`src/rtl/srt4_pkg.sv`:
```
package srt4_pkg;

    // Estimate precision used by digit selection
    localparam int EST_FRAC = 7;             // fraction bits of the 4w estimate
    localparam int EST_W    = 4 + EST_FRAC;  // sign + 3 integer bits + fraction
    localparam int DIV_EST  = 6;             // divisor fraction bits seen by selection

    typedef logic signed [2:0] digit_t;

    typedef enum logic [1:0] {
        ST_IDLE,
        ST_RUN,
        ST_FIN
    } phase_t;

    // Pick a digit by comparing the residual estimate with (k - 1/2) * dhat.
    // y is in units of 2^-EST_FRAC, dh in units of 2^-DIV_EST (EST_FRAC = DIV_EST + 1).
    function automatic digit_t select_digit(input logic signed [15:0] y,
                                            input logic [7:0] dh);
        int yi;
        int di;
        int hits;
        digit_t q;
        yi   = int'(y);
        di   = int'(dh);
        hits = 0;
        if (yi >= 3 * di)  hits = hits + 1;
        if (yi >= di)      hits = hits + 1;
        if (yi >= -di)     hits = hits + 1;
        if (yi >= -3 * di) hits = hits + 1;
        q = 3'(hits - 2);
        return q;
    endfunction

endpackage

```
`src/rtl/srt4_qsel.sv`:
```
module srt4_qsel
    import srt4_pkg::*;
(
    input  logic [EST_W-1:0]   est_sum,
    input  logic [EST_W-1:0]   est_cry,
    input  logic [DIV_EST:0]   div_top,
    output digit_t             digit
);

    logic signed [EST_W-1:0] est_y;
    logic signed [15:0]      est_wide;

    always_comb begin
        est_y    = signed'(est_sum + est_cry);
        est_wide = {{(16 - EST_W){est_y[EST_W-1]}}, est_y};
        digit    = select_digit(est_wide, {{(7 - DIV_EST){1'b0}}, div_top});
    end

endmodule

```
`src/rtl/srt4_multiple.sv`:
```
module srt4_multiple
    import srt4_pkg::*;
#(
    parameter int RES_W = 20
) (
    input  logic [RES_W-1:0] div_res,
    input  digit_t           digit,
    output logic [RES_W-1:0] addend,
    output logic             inject
);

    logic [RES_W-1:0] magnitude;
    logic             negative;

    always_comb begin
        negative = digit[2];
        if (digit == 3'sd2 || digit == -3'sd2) begin
            magnitude = div_res << 1;
        end else if (digit == 3'sd1 || digit == -3'sd1) begin
            magnitude = div_res;
        end else begin
            magnitude = '0;
        end
        // subtracting a positive multiple = add its one's complement plus one
        addend = negative ? magnitude : ~magnitude;
        inject = ~negative;
        if (digit == 3'sd0) begin
            addend = '0;
            inject = 1'b0;
        end
    end

endmodule

```
`src/rtl/srt4_csa.sv`:
```
module srt4_csa #(
    parameter int W = 20
) (
    input  logic [W-1:0] in_a,
    input  logic [W-1:0] in_b,
    input  logic [W-1:0] in_c,
    input  logic         cin,
    output logic [W-1:0] sum_o,
    output logic [W-1:0] cry_o
);

    logic [W-2:0] maj;

    genvar i;
    generate
        for (i = 0; i < W; i++) begin : g_fa
            assign sum_o[i] = in_a[i] ^ in_b[i] ^ in_c[i];
            if (i < W - 1) begin : g_cy
                assign maj[i] = (in_a[i] & in_b[i]) | (in_a[i] & in_c[i]) | (in_b[i] & in_c[i]);
            end
        end
    endgenerate

    assign cry_o = {maj, cin};

endmodule

```
`src/rtl/srt4_assemble.sv`:
```
module srt4_assemble #(
    parameter int QACC_W = 16,
    parameter int RES_W  = 20
) (
    input  logic [QACC_W-1:0] q_pos,
    input  logic [QACC_W-1:0] q_neg,
    input  logic [RES_W-1:0]  w_sum,
    input  logic [RES_W-1:0]  w_cry,
    input  logic [RES_W-1:0]  div_res,
    output logic [QACC_W:0]   q_fixed,
    output logic [RES_W-1:0]  w_fixed
);

    logic [QACC_W:0]  q_raw;
    logic [RES_W-1:0] w_raw;
    logic             w_neg;

    always_comb begin
        q_raw   = {1'b0, q_pos} - {1'b0, q_neg};
        w_raw   = w_sum + w_cry;
        w_neg   = w_raw[RES_W-1];
        q_fixed = q_raw - {{QACC_W{1'b0}}, w_neg};
        w_fixed = w_raw + (w_neg ? div_res : {RES_W{1'b0}});
    end

endmodule

```
`src/rtl/srt4_divider.sv`:
```
module srt4_divider
    import srt4_pkg::*;
#(
    parameter int FRAC_W = 14,
    localparam int N_DIG  = (FRAC_W + 3) / 2,
    localparam int MANT_W = FRAC_W + 1,
    localparam int QUO_W  = 2 * N_DIG - 1
) (
    input  logic              clk,
    input  logic              rst,
    input  logic              start,
    input  logic [FRAC_W-1:0] dividend_frac,
    input  logic [FRAC_W-1:0] divisor_frac,
    output logic              busy,
    output logic              done,
    output logic [QUO_W-1:0]  quotient,
    output logic [MANT_W-1:0] remainder
);

    localparam int RF     = FRAC_W + 2;
    localparam int RES_W  = RF + 4;
    localparam int QACC_W = 2 * N_DIG;
    localparam int CNT_W  = $clog2(N_DIG + 1);

    typedef struct packed {
        logic [RES_W-1:0] sum;
        logic [RES_W-1:0] cry;
    } resid_t;

    phase_t             phase;
    logic [CNT_W-1:0]   iter;
    resid_t             res_q;
    resid_t             res_n;
    logic [RES_W-1:0]   d_res;
    logic [QACC_W-1:0]  qp_q;
    logic [QACC_W-1:0]  qn_q;
    logic [QUO_W-1:0]   quo_q;
    logic [MANT_W-1:0]  rem_q;
    logic               done_q;

    digit_t             dig;
    logic [RES_W-1:0]   addend;
    logic               inject;
    logic [QACC_W:0]    q_fixed;
    logic [RES_W-1:0]   w_fixed;
    logic [1:0]         pos_bits;
    logic [1:0]         neg_bits;
    digit_t             dig_neg;

    // ---------------- digit selection ----------------
    srt4_qsel u_qsel (
        .est_sum (res_q.sum[RES_W-3 -: EST_W]),
        .est_cry (res_q.cry[RES_W-3 -: EST_W]),
        .div_top (d_res[RF -: DIV_EST + 1]),
        .digit   (dig)
    );

    // ---------------- divisor multiple ----------------
    srt4_multiple #(.RES_W(RES_W)) u_mult (
        .div_res (d_res),
        .digit   (dig),
        .addend  (addend),
        .inject  (inject)
    );

    // ---------------- carry-save step ----------------
    srt4_csa #(.W(RES_W)) u_csa (
        .in_a  (res_q.sum << 2),
        .in_b  (res_q.cry << 2),
        .in_c  (addend),
        .cin   (inject),
        .sum_o (res_n.sum),
        .cry_o (res_n.cry)
    );

    // ---------------- final assembly ----------------
    srt4_assemble #(.QACC_W(QACC_W), .RES_W(RES_W)) u_asm (
        .q_pos   (qp_q),
        .q_neg   (qn_q),
        .w_sum   (res_q.sum),
        .w_cry   (res_q.cry),
        .div_res (d_res),
        .q_fixed (q_fixed),
        .w_fixed (w_fixed)
    );

    always_comb begin
        dig_neg  = -dig;
        pos_bits = (dig > 3'sd0) ? dig[1:0] : 2'b00;
        neg_bits = (dig < 3'sd0) ? dig_neg[1:0] : 2'b00;
    end

    // ---------------- control and registers ----------------
    always_ff @(posedge clk) begin
        if (rst) begin
            phase  <= ST_IDLE;
            iter   <= '0;
            res_q  <= '0;
            d_res  <= '0;
            qp_q   <= '0;
            qn_q   <= '0;
            quo_q  <= '0;
            rem_q  <= '0;
            done_q <= 1'b0;
        end else begin
            done_q <= 1'b0;
            unique case (phase)
                ST_IDLE: begin
                    if (start) begin
                        res_q.sum <= {5'b00000, 1'b1, dividend_frac};
                        res_q.cry <= '0;
                        d_res     <= {3'b000, 1'b1, divisor_frac, 2'b00};
                        qp_q      <= '0;
                        qn_q      <= '0;
                        iter      <= '0;
                        phase     <= ST_RUN;
                    end
                end
                ST_RUN: begin
                    res_q <= res_n;
                    qp_q  <= {qp_q[QACC_W-3:0], pos_bits};
                    qn_q  <= {qn_q[QACC_W-3:0], neg_bits};
                    iter  <= iter + 1'b1;
                    if (iter == CNT_W'(N_DIG - 1)) begin
                        phase <= ST_FIN;
                    end
                end
                ST_FIN: begin
                    quo_q  <= q_fixed[QUO_W-1:0];
                    rem_q  <= w_fixed[2 +: MANT_W];
                    done_q <= 1'b1;
                    phase  <= ST_IDLE;
                end
                default: phase <= ST_IDLE;
            endcase
        end
    end

    assign busy      = (phase != ST_IDLE);
    assign done      = done_q;
    assign quotient  = quo_q;
    assign remainder = rem_q;

    // ---------------- assertions ----------------
    logic [RES_W-1:0]        w_plain;
    logic [RES_W-1:0]        nxt_ref;
    logic signed [RES_W-1:0] w_now;
    logic signed [RES_W+2:0] w_wide;
    logic signed [RES_W+2:0] w_abs;
    logic signed [RES_W+2:0] w_abs3;
    logic signed [RES_W+2:0] d_two;

    always_comb begin
        w_plain = res_q.sum + res_q.cry;
        if (dig == 3'sd2)       nxt_ref = (w_plain << 2) - (d_res << 1);
        else if (dig == 3'sd1)  nxt_ref = (w_plain << 2) - d_res;
        else if (dig == -3'sd1) nxt_ref = (w_plain << 2) + d_res;
        else if (dig == -3'sd2) nxt_ref = (w_plain << 2) + (d_res << 1);
        else                    nxt_ref = w_plain << 2;
        w_now  = signed'(w_plain);
        w_wide = {{3{w_now[RES_W-1]}}, w_now};
        w_abs  = (w_wide < 0) ? -w_wide : w_wide;
        w_abs3 = (w_abs <<< 1) + w_abs;
        d_two  = signed'({2'b00, d_res, 1'b0});
    end

    AST_RESID_BOUND: assert property (@(posedge clk) disable iff (rst)
        (phase != ST_IDLE) |-> (w_abs3 <= d_two)) else $error("residual out of bound");

    AST_CSA_STEP: assert property (@(posedge clk) disable iff (rst)
        (phase == ST_RUN) |=> ((res_q.sum + res_q.cry) == $past(nxt_ref))) else $error("recurrence broken");

    AST_DIGIT_SET: assert property (@(posedge clk) disable iff (rst)
        (phase == ST_RUN) |-> (dig >= -3'sd2 && dig <= 3'sd2)) else $error("digit outside set");

    AST_QUO_FITS: assert property (@(posedge clk) disable iff (rst)
        (phase == ST_FIN) |-> (q_fixed[QACC_W:QUO_W] == '0)) else $error("quotient overflow");

    AST_REM_RANGE: assert property (@(posedge clk) disable iff (rst)
        (phase == ST_FIN) |-> (w_fixed[RES_W-1:MANT_W+2] == '0 && w_fixed[1:0] == 2'b00
                               && w_fixed[2 +: MANT_W] < d_res[2 +: MANT_W])) else $error("remainder range");

    AST_LATENCY: assert property (@(posedge clk) disable iff (rst)
        (phase == ST_FIN) |-> (iter == CNT_W'(N_DIG))) else $error("iteration count");

    AST_DONE_PULSE: assert property (@(posedge clk) disable iff (rst)
        done |=> !done) else $error("done longer than one cycle");

    AST_OPERAND_HOLD: assert property (@(posedge clk) disable iff (rst)
        busy |=> $stable(d_res)) else $error("operands changed while busy");

    AST_RESET_CLEAR: assert property (@(posedge clk)
        rst |=> (!busy && !done && quotient == '0)) else $error("reset state");

endmodule

```
`config.mk`:
```
export PLATFORM = sky130hd
export DESIGN_NAME = srt4_divider
export DESIGN_NICKNAME = d
export VERILOG_FILES = /design/src/rtl/srt4_pkg.sv /design/src/rtl/srt4_qsel.sv /design/src/rtl/srt4_multiple.sv /design/src/rtl/srt4_csa.sv /design/src/rtl/srt4_assemble.sv /design/src/rtl/srt4_divider.sv
export SDC_FILE = /design/constraint.sdc
export NUM_CORES = 1
export LEC_CHECK = 0
export BUFFER_PORTS_ARGS = -buffer_cell sky130_fd_sc_hd__buf_2
export CORE_MARGIN = 3
export CORE_UTILIZATION = 62
export CTS_CLUSTER_SIZE = 16
export DETAILED_ROUTE_END_ITERATION = 10
export GPL_ROUTABILITY_DRIVEN = 1
export PLACE_DENSITY = 0.81
export SLEW_MARGIN = 30
export SYNTH_ARGS = -nofsm -noshare
export SYNTH_HDL_FRONTEND = slang
export SYNTH_SLANG_ARGS = --single-unit
```
`constraint.sdc`:
```
create_clock -name clk -period 7.97 [get_ports clk]
set_input_delay 0.797 -clock clk [delete_from_list [all_inputs] [get_ports clk]]
set_output_delay 0.797 -clock clk [all_outputs]
set_load 0.005 [all_outputs]
```
==> Word level (Yosys, flattened, before mapping) <==
Index checks and enable logic that the tools add are counted.
{ "op_classes": {"n_addsub": 12, "n_mul": 2, "bitwise": 123, "n_reduce_logical": 9, "eq_ne": 9, "muxes": 23, "order_cmp": 6} }
{ "ops": {"columns": ["cell", "n"], "rows": [
  ["40-bit case mux with 2 select lines", 1],
  ["15-bit case mux with 2 select lines", 2],
  ["1-bit bitwise AND", 51],
  ["20-bit 2-to-1 mux", 2],
  ["40-bit 2-to-1 mux", 1],
  ["1-bit XOR", 36],
  ["17-bit 2-to-1 mux", 2],
  ["1-bit OR", 34],
  ["11-bit by 32-bit greater-or-equal comparator with 1-bit output", 1],
  ["7-bit negator with 32-bit output", 1],
  ["20-bit adder", 1],
  ["20-bit NOT", 1],
  ["18-bit 2-to-1 mux", 1],
  ["17-bit adder", 1],
  ["15-bit 2-to-1 mux", 1],
  ["15-bit by 1-bit subtractor with 15-bit output", 1],
  ["15-bit subtractor", 1],
  ["11-bit adder", 1],
  ["11-bit by 10-bit greater-or-equal comparator with 1-bit output", 1],
  ["11-bit greater-or-equal comparator", 1],
  ["11-bit by 8-bit greater-or-equal comparator with 1-bit output", 1],
  ["3-bit by 8-bit multiplier with 11-bit output, first input constant", 1],
  ["2-bit 2-to-1 mux", 5],
  ["2-bit by 7-bit multiplier with 9-bit output, first input constant", 1],
  ["26 further kinds", 35]
]} }
{ "word_totals": {"reg_bits": 122, "in_bits": 31, "word_cells": 194, "out_inout_bits": 32} }

==> Logic depth before layout (Yosys ltp) <==
Gate-level depths: netlist of run 1.
{ "depth": {"ltp_word": 21, "ltp_mapped": 31, "ltp_nobuf": 30} }

==> By module <==
A second synthesis of run 1 with hierarchy kept.
{ "unflattened": {"cells_unflattened": 1287, "hier_area_um2": 10815.4} }
{ "modules_own_cells": {"columns": ["module", "cells_each", "n_inst", "area_each_um2", "seq_area_each_um2"], "rows": [
  ["srt4_divider", 475, 1, 4431.8, 2482.4],
  ["srt4_assemble", 399, 1, 3021.6, 0.0],
  ["srt4_qsel", 294, 1, 2347.3, 0.0],
  ["srt4_multiple", 98, 1, 603.1, 0.0],
  ["srt4_csa", 21, 1, 411.6, 0.0]
]} }

==> Worst setup path before layout of run 1 <==
No wires, ideal clock.
{ "synth_timing": {"path_type": "flip-flop to flip-flop", "from": "register d_res[12]", "to": "register res_q[30] in the netlist's numbering", "path_stages_with_launch": 29, "arrival_time_ps": 5804, "setup_ps": 142, "path_buffers": 3, "period_less_slack_ps": 5946, "slack_ps": 2024, "t_required_ps": 7828, "path_cell_list": "dfxtp_1 > clkbuf_1 > inv_1 > ha_1 > a21o_1 > a21oi_1 > nor2b_1 > o21ai_0 > nand2b_1 > xnor2_1 > ha_1 > and3_1 > a22o_1 > o21ai_0 > a41oi_1 > ha_1 > a2111o_1 > o221ai_2 > nor2_1 > ha_1 > a21oi_1 > ha_1 > clkbuf_1 > clkbuf_1 > a22oi_1 > o22ai_2 > fa_1 > nor2_1 > a311oi_1"} }
{ "synth_between": {"elab_chain_len": 19, "elab_cells_between_ends": 29, "classes_between": "add/sub: 5; mul: 2; order compare: 4; eq/ne: 4; mux: 9; bitwise: 2; reduce/logical: 3"} }
{ "synth_lines": {"columns": ["item", "line", "rtl"], "rows": [
  ["start: declaration", "srt4_divider.sv:34", "logic [RES_W-1:0] d_res;"],
  ["start signal: assignment", "srt4_divider.sv:112", "d_res <= {3'b000, 1'b1, divisor_frac, 2'b00};"],
  ["2-bit by 7-bit multiplier with 9-bit output", "srt4_pkg.sv:27", "if (yi >= 3 * di) hits = hits + 1;"],
  ["11-bit by 10-bit greater-or-equal comparator with 1-bit output", "srt4_pkg.sv:27", null],
  ["1-bit 2-to-1 mux", "srt4_pkg.sv:27", null],
  ["1-bit by 1-bit adder with 2-bit output", "srt4_pkg.sv:28", "if (yi >= di) hits = hits + 1;"],
  ["2-bit 2-to-1 mux", "srt4_pkg.sv:28", null],
  ["2-bit by 1-bit adder with 3-bit output", "srt4_pkg.sv:29", "if (yi >= -di) hits = hits + 1;"],
  ["3-bit 2-to-1 mux", "srt4_pkg.sv:29", null],
  ["3-bit by 2-bit adder with 3-bit output", "srt4_pkg.sv:30", "if (yi >= -3 * di) hits = hits + 1;"],
  ["(+3 left out)", null, null],
  ["1-bit logical OR", "srt4_multiple.sv:19", "end else if (digit == 3'sd1 || digit == -3'sd1) begin"],
  ["17-bit 2-to-1 mux", "srt4_multiple.sv:19", null],
  ["18-bit 2-to-1 mux", "srt4_multiple.sv:17", "if (digit == 3'sd2 || digit == -3'sd2) begin"],
  ["20-bit NOT", "srt4_multiple.sv:25", "addend = negative ? magnitude : ~magnitude;"],
  ["20-bit 2-to-1 mux", "srt4_multiple.sv:25", null],
  ["20-bit 2-to-1 mux (*)", "srt4_multiple.sv:27", "if (digit == 3'sd0) begin"],
  ["1-bit XOR (*)", "srt4_csa.sv:17", "assign sum_o[i] = in_a[i] ^ in_b[i] ^ in_c[i];"],
  ["40-bit case mux with 2 select lines (*)", "srt4_divider.sv:107", "unique case (phase)"],
  ["end signal: assignment", "srt4_divider.sv:120", "res_q <= res_n;"],
  ["end: declaration", "srt4_divider.sv:32", "resid_t res_q;"]
]} }
Mark *: on every way between the ends. The rest lies on a longest branch, timed or not.
A chain may end at the register's enable or synchronous reset.

==> Final worst setup path of run 1 <==
{ "layout_timing": {"from": "register res_q[27] in the netlist's numbering", "to": "register res_q[26] in the netlist's numbering"} }
{ "layout_between": {"elab_chain_len": 19, "elab_cells_between_ends": 27, "classes_between": "add/sub: 5; order compare: 4; eq/ne: 4; mux: 9; bitwise: 2; reduce/logical: 3"} }
{ "layout_lines": {"columns": ["item", "line", "rtl"], "rows": [
  ["11-bit adder (*)", "srt4_qsel.sv:14", "est_y = signed'(est_sum + est_cry);"],
  ["11-bit by 10-bit greater-or-equal comparator with 1-bit output", "srt4_pkg.sv:27", null],
  ["1-bit 2-to-1 mux", "srt4_pkg.sv:27", null],
  ["1-bit by 1-bit adder with 2-bit output", "srt4_pkg.sv:28", null],
  ["2-bit 2-to-1 mux", "srt4_pkg.sv:28", null],
  ["2-bit by 1-bit adder with 3-bit output", "srt4_pkg.sv:29", null],
  ["3-bit 2-to-1 mux", "srt4_pkg.sv:29", null],
  ["3-bit by 2-bit adder with 3-bit output", "srt4_pkg.sv:30", null],
  ["(+3 left out)", null, null],
  ["1-bit logical OR", "srt4_multiple.sv:19", null],
  ["17-bit 2-to-1 mux", "srt4_multiple.sv:19", null],
  ["18-bit 2-to-1 mux", "srt4_multiple.sv:17", null],
  ["20-bit NOT", "srt4_multiple.sv:25", null],
  ["20-bit 2-to-1 mux", "srt4_multiple.sv:25", null],
  ["20-bit 2-to-1 mux (*)", "srt4_multiple.sv:27", null],
  ["1-bit XOR (*)", "srt4_csa.sv:17", null],
  ["40-bit case mux with 2 select lines (*)", "srt4_divider.sv:107", null]
]} }
Marked as above.

==> out/metrics.cfg, run 1 <==
[yosys]
yosysSeqAreaShare_pct = 25.9
synth-async-reset-ratio_pct = 0
syn_area_per_cell_sq_um = 8.28
synth_seq_cells = 120
syn_area_sq_um = 9290
yosys-top-cells-area = dfxtp_1, ha_1, nand2_1, a21oi_1, fa_1
synth_area_leader_cell = dfxtp_1
netlist.area_leader.share_pct = 25.9
synth_nets = 1306
synth_ff_type = dfxtp_1
synth-edff-count = 0
synthCells = 1122
yosysMostFrequentCell = nand2_1
synth_common_cells = nand2_1, ha_1, dfxtp_1
yosysWarningCount = 0
synth_cell_types = 72

[worst_setup_path]
crit_path_top_delay_cell = or4_1
cp.arrival_ns = 7.13
max_stage_delay_ns = 0.52
path_buf_inv = 4
critPathKind = reg2reg
cp_top_family = compound AO/OA/AOI/OAI gates
cp_max_fo = 31
ff2ff_path_depth = 25
timing.rr.start = res_q[27]$_SDFFE_PP0P_
crit_top_cell = ha_1
crit_path_end_kind = register
rrSetupSlack_ns = 1.16
start_kind = register
cp.required_ns = 8.29
path_depth = 25
crit_start = res_q[27]$_SDFFE_PP0P_
worstSetupEndpoint = res_q[26]$_SDFFE_PP0P_
reg2reg_to = res_q[26]$_SDFFE_PP0P_

[global_route]
grt_overflow = 0
grt_pass1_wl_microns = 39800
grt_pass1_vias = 8137
grt_max_degree = 75
antenna_found_initial = 0
grt_usage_pct = 29.8

[clocking]
cts_tree = yes
htree_levels = 4
cts.sinks = 120
ctsHoldBuffers = 0
insertion_delay_ns = 0.43
ctsLongestPathBuffers = 2
cts_resized = 0
post_cts_buffers = 0
cts_root_buf = clkbuf_16
path_clk_slew_ns = 0.05
cts_inserted_buffers = 17

[route]
drt_pass1_iterations = 5
routed_wl_microns = 24000
vias = 8348
ant_nets = 0
viasPerCell = 6.14
wl_per_cell_microns = 17.6
drcViolationCount = 0
drt_iter0_markers = 671

[timing]
rsz0062_at_grt = no
fin_skew_ns = 0.00669
period_share_pct = 85.4
finalMaxSlewViolations = 0
slew-limit-headroom_pct = 35.4
tns_ns = 0
finalHoldViolations = 0
worst_pin_slew_ns = 0.961
setup_viol = 0
fin_crit_ns = 6.81
timing.fmax_mhz = 147

[layout]
drive_gt1_share_pct = 11.6
fillers = 1140
n_antenna_cell = 0
fin_nets = 1346
syn2layout_area_growth_pct = 11.7

[placed_design]
dp_hpwl_microns = 17000
gp_congestion = 0.907
io_buffers = 62

[die]
initial_utilization_pct = 63.7
placeableCoreArea_sq_um = 14600
num_rows = 44
die_w_microns = 128
dieArea_sq_um = 16500
die_h_microns = 128
io_pins = 63

[run_status]
status = completed

[worst_hold_path]
hp-class = reg2reg

[run]
drv_cap = 0

==> cell type report <==
type | count | area [sq um] | area share [%]
multi-input cells | 853 | 6310 | 60.9
clock buffers | 21 | 470 | 4.53
flip-flops and latches | 120 | 2400 | 23.1
well taps | 184 | 230 | 2.22
clock inverters | 11 | 193 | 1.86
repair buffers | 75 | 408 | 3.93
inverters | 95 | 359 | 3.46
==> sequential cells by signal, indices dropped and copies added, names as in the netlist <==
signal and flops:
res_q 38, d_res 15, qn_q 15, qp_q 15, quotient 15, remainder 15, iter 4, phase 2
done 1
==> metal layers <==
| layer | global-route usage (%) | routed length [microns] | share of wire [%] | up-vias |
|---|---|---|---|---|
| met4 | 12.5 | 744 | 3.1 | 0 |
| met1 | 39.7 | 10700 | 45 | 3910 |
| met5 | 0 | 0 | 0 | - |
| met2 | 47.5 | 10800 | 45 | 330 |
| li1 | - | - | - | 4038 |
| met3 | 5.85 | 1690 | 7.0 | 70 |
==> placed cells by master (no fill, tap or decap), types with 14 or more instances in the layout <==
cell type and instances:
a22oi_1 16, inv_1 93, a22o_1 33, nand3_1 24, o21ai_0 55, dfxtp_1 120
buf_2 62, xnor2_1 45, clkbuf_16 17, ha_1 132, a21oi_1 90, fa_1 21
xor2_1 14, a21o_1 18, o21bai_1 14, nand2_1 150, nor2_1 59
==> worst min-delay path, stage by stage (launching register included) <==
cell,delay (ns)
dfxtp_1,0.30
nand2_1,0.05
a21oi_1,0.05
==> how the worst min path moves through the flow <==
stage                               startpoint                         end  slack [ns]  cells after the start
detailed placement  remainder[10]$_SDFFE_PP0P_  remainder[10]$_SDFFE_PP0P_        0.44                      2
finish              remainder[10]$_SDFFE_PP0P_  remainder[10]$_SDFFE_PP0P_        0.44                      2
global placement          qp_q[2]$_SDFFE_PP0P_        qp_q[2]$_SDFFE_PP0P_        0.44                      2
global route          quotient[7]$_SDFFE_PP0P_    quotient[7]$_SDFFE_PP0P_        0.47                      2
floorplan                qp_q[10]$_SDFFE_PP0P_       qp_q[10]$_SDFFE_PP0P_        0.43                      2
CTS                 remainder[10]$_SDFFE_PP0P_  remainder[10]$_SDFFE_PP0P_        0.45                      2
==> per-stage QoR <==
step / cells / setup WS, ns / instance area, sq um / util, % / hold slack [ns]
6_report: 1359 / 1.16 / 10400 / 71.1 / 0.445
3_5_place_dp: 1327 / 1.34 / 9710 / 66.6 / 0.442
2_1_floorplan: 1122 / 2.02 / 9290 / - / 0.425
4_1_cts: 1359 / 1.24 / 10400 / 71.1 / 0.449
3_3_place_gp: 1327 / 1.51 / 9710 / 66.5 / 0.436
5_1_grt: 1359 / 0.725 / 10400 / 71.1 / 0.470
==> cell families after synthesis <==
family / share of synthesized area, %
AO/OA/AOI/OAI: 23.7
XOR/XNOR: 5.86
adder cells (fa/ha/maj): 22.3
buffers and inverters: 6.30
flip-flops: 25.9
multiplexers: 0.323
AND/OR/NAND/NOR: 15.7
Power of run 1 is not shown: default switching activity piles up to over one toggle a cycle in this logic, so the estimate is an artifact.
==> run 2: changes to the inputs <==
--- a/config.mk
+++ b/config.mk
@@ -7,12 +7,14 @@
 export LEC_CHECK = 0
 export BUFFER_PORTS_ARGS = -buffer_cell sky130_fd_sc_hd__buf_2
 export CORE_MARGIN = 3
-export CORE_UTILIZATION = 62
+export CORE_UTILIZATION = 63
 export CTS_CLUSTER_SIZE = 16
 export DETAILED_ROUTE_END_ITERATION = 10
 export GPL_ROUTABILITY_DRIVEN = 1
-export PLACE_DENSITY = 0.81
+export PLACE_DENSITY = 0.82
+export SKIP_CTS_REPAIR_TIMING = 1
 export SLEW_MARGIN = 30
 export SYNTH_ARGS = -nofsm -noshare
 export SYNTH_HDL_FRONTEND = slang
+export SYNTH_HIERARCHICAL = 1
 export SYNTH_SLANG_ARGS = --single-unit
==> run 2 against run 1 <==
Against the previous run: via count increased by 9.8%; maximum frequency decreased by 6.3%; clock skew increased by 0.0017 ns; sequential share of layout area shrank 1.7 points; worst setup slack lost 0.46 ns; register-to-register slack worse by 0.46 ns; critical path depth increased by 6; count of clock-buffer cells in the layout up 1; area after synthesis up 12%; die area increased by 9.5%; core utilization grew 0.12 points; critical path type unchanged; largest cell class unchanged; highest routed layer unchanged.
==> out/metrics.cfg, run 2 <==
[global_route]
antenna_found_initial = 0  ; unchanged
grt_max_degree = 85  ; +13%
grt_overflow = 0  ; unchanged
grt_pass1_wl_microns = 42100  ; +5.8%
grt_usage_pct = 28.4  ; -1.4 points
grt_pass1_vias = 8662  ; +6.5%

[die]
dieArea_sq_um = 18100  ; +9.5%
initial_utilization_pct = 64.9  ; +1.2 points
io_pins = 63  ; unchanged
num_rows = 46  ; +4.5%
placeableCoreArea_sq_um = 16000  ; +9.7%
die_h_microns = 134  ; +4.7%
die_w_microns = 134  ; +4.7%

[route]
wl_per_cell_microns = 16.7  ; -5.5%
drt_iter0_markers = 787  ; +17%
drt_pass1_iterations = 6  ; +1
viasPerCell = 6.05  ; -1.6%
drcViolationCount = 0  ; unchanged
ant_nets = 0  ; unchanged
routed_wl_microns = 25300  ; +5.3%
vias = 9162  ; +9.8%

[worst_setup_path]
path_depth = 31  ; +24%
critPathKind = reg2reg
rrSetupSlack_ns = 0.70  ; -0.46 ns
cp.required_ns = 8.30  ; about the same
cp_max_fo = 19  ; -39%
path_buf_inv = 3  ; -1
ff2ff_path_depth = 31  ; +24%
worstSetupEndpoint = res_q[31]$_SDFFE_PP0P_
reg2reg_to = res_q[31]$_SDFFE_PP0P_
crit_start = res_q[27]$_SDFFE_PP0P_
start_kind = register
crit_path_top_delay_cell = a2111oi_0
max_stage_delay_ns = 0.56  ; +0.04 ns
crit_path_end_kind = register
cp_top_family = compound AO/OA/AOI/OAI gates
timing.rr.start = res_q[27]$_SDFFE_PP0P_
cp.arrival_ns = 7.60  ; +0.47 ns

[layout]
seqCellArea_sq_um = 2440  ; +1.7%
largest_register = res_q
multi_input_area_sq_um = 7260  ; +15%
n_antenna_cell = 0  ; unchanged
syn2layout_area_growth_pct = 9.78
largest_reg_flops = 40  ; +5.3%
final_common_cell = nand2_1
drive_gt1_share_pct = 12.7  ; +1.1 points
fillers = 1273  ; +12%
final_cell_mix = nand2_1, ha_1, a21oi_1
postLayoutCellArea_sq_um = 11400  ; +9.9%
fin_nets = 1485  ; +10%

[yosys]
syn_area_sq_um = 10400  ; +12%
syn_area_per_cell_sq_um = 8.44  ; +1.9%
synthCells = 1231  ; +9.7%
yosysWarningCount = 6  ; +6

[timing]
period_share_pct = 91.2  ; +5.7 points
slew-limit-headroom_pct = 43.4  ; +8.0 points
worst_pin_slew_ns = 0.848  ; -0.113 ns
timing.fmax_mhz = 138  ; -6.3%
fin_crit_ns = 7.27  ; +0.457 ns
fin_hold_ws_ns = 0.448  ; +0.00337 ns
tns_ns = 0  ; unchanged
finalMaxSlewViolations = 0  ; unchanged
rsz0062_at_grt = no
finalHoldViolations = 0  ; unchanged
setup_viol = 0  ; unchanged
fin_skew_ns = 0.00837  ; +0.00168 ns

[clocking]
htree_levels = 4  ; unchanged
cts_root_buf = clkbuf_16
insertion_delay_ns = 0.43  ; about the same
cts.sinks = 122  ; +1.7%
path_clk_slew_ns = 0.06  ; about the same
cts_inserted_buffers = 17  ; unchanged
ctsLongestPathBuffers = 2  ; unchanged
cts_tree = yes

[run_status]
status = completed

[placed_design]
io_buffers = 62  ; unchanged
gp_congestion = 0.906  ; -0.19%
postPlaceCellArea_sq_um = 10800  ; +11%
dp_hpwl_microns = 18100  ; +6.8%

[worst_hold_path]
hp-class = reg2reg

[run]
drv_cap = 0  ; unchanged

[run 2: layer usage]
metal / vias up / track usage (%) / routed length, microns
li1: 4456 / - / -
met1: 4324 / 38.9 / 11300
met2: 342 / 46.6 / 11700
met3: 40 / 4.99 / 1880
met4: 0 / 7.81 / 395
met5: - / 0 / 0
[run 2: cell type report]
type                    count  share of cell area [%]
multi-input cells         965                    63.7
flip-flops and latches    122                    21.4
clock buffers              22                    4.07
repair buffers             75                    3.93
inverters                 105                    3.47
well taps                 216                    2.37
clock inverters            10                    1.04
[run 2: how the worst min path moves through the flow]
stage          cells after the start  slack, ns                        from                          to
2_1_floorplan                      1       0.44       qp_q[13]$_SDFFE_PP0P_       qp_q[13]$_SDFFE_PP0P_
3_3_place_gp                       2       0.44  remainder[13]$_SDFFE_PP0P_  remainder[13]$_SDFFE_PP0P_
3_5_place_dp                       2       0.44   quotient[14]$_SDFFE_PP0P_   quotient[14]$_SDFFE_PP0P_
4_1_cts                            2       0.45   quotient[14]$_SDFFE_PP0P_   quotient[14]$_SDFFE_PP0P_
5_1_grt                            2       0.46   remainder[2]$_SDFFE_PP0P_   remainder[2]$_SDFFE_PP0P_
6_report                           2       0.45  remainder[14]$_SDFFE_PP0P_  remainder[14]$_SDFFE_PP0P_
[run 2: tightest hold or removal path: cells and delay by family (launching register included)]
kind,cells,cell delay [ns]
AOI/OAI and AO/OA,1,0.05
DFF,1,0.30
and+or+nand+nor,1,0.05
[run 2: through the flow]
step / utilization [%] / setup WS, ns / std cells
after floorplan: - / 1.62 / 1250
after global placement: 67.3 / 1.06 / 1481
after detailed placement: 67.3 / 0.878 / 1481
after CTS: 70.9 / 0.832 / 1513
after global routing: 71.3 / 0.163 / 1515
final: 71.3 / 0.704 / 1515
Power of run 2 is left out for the same reason.
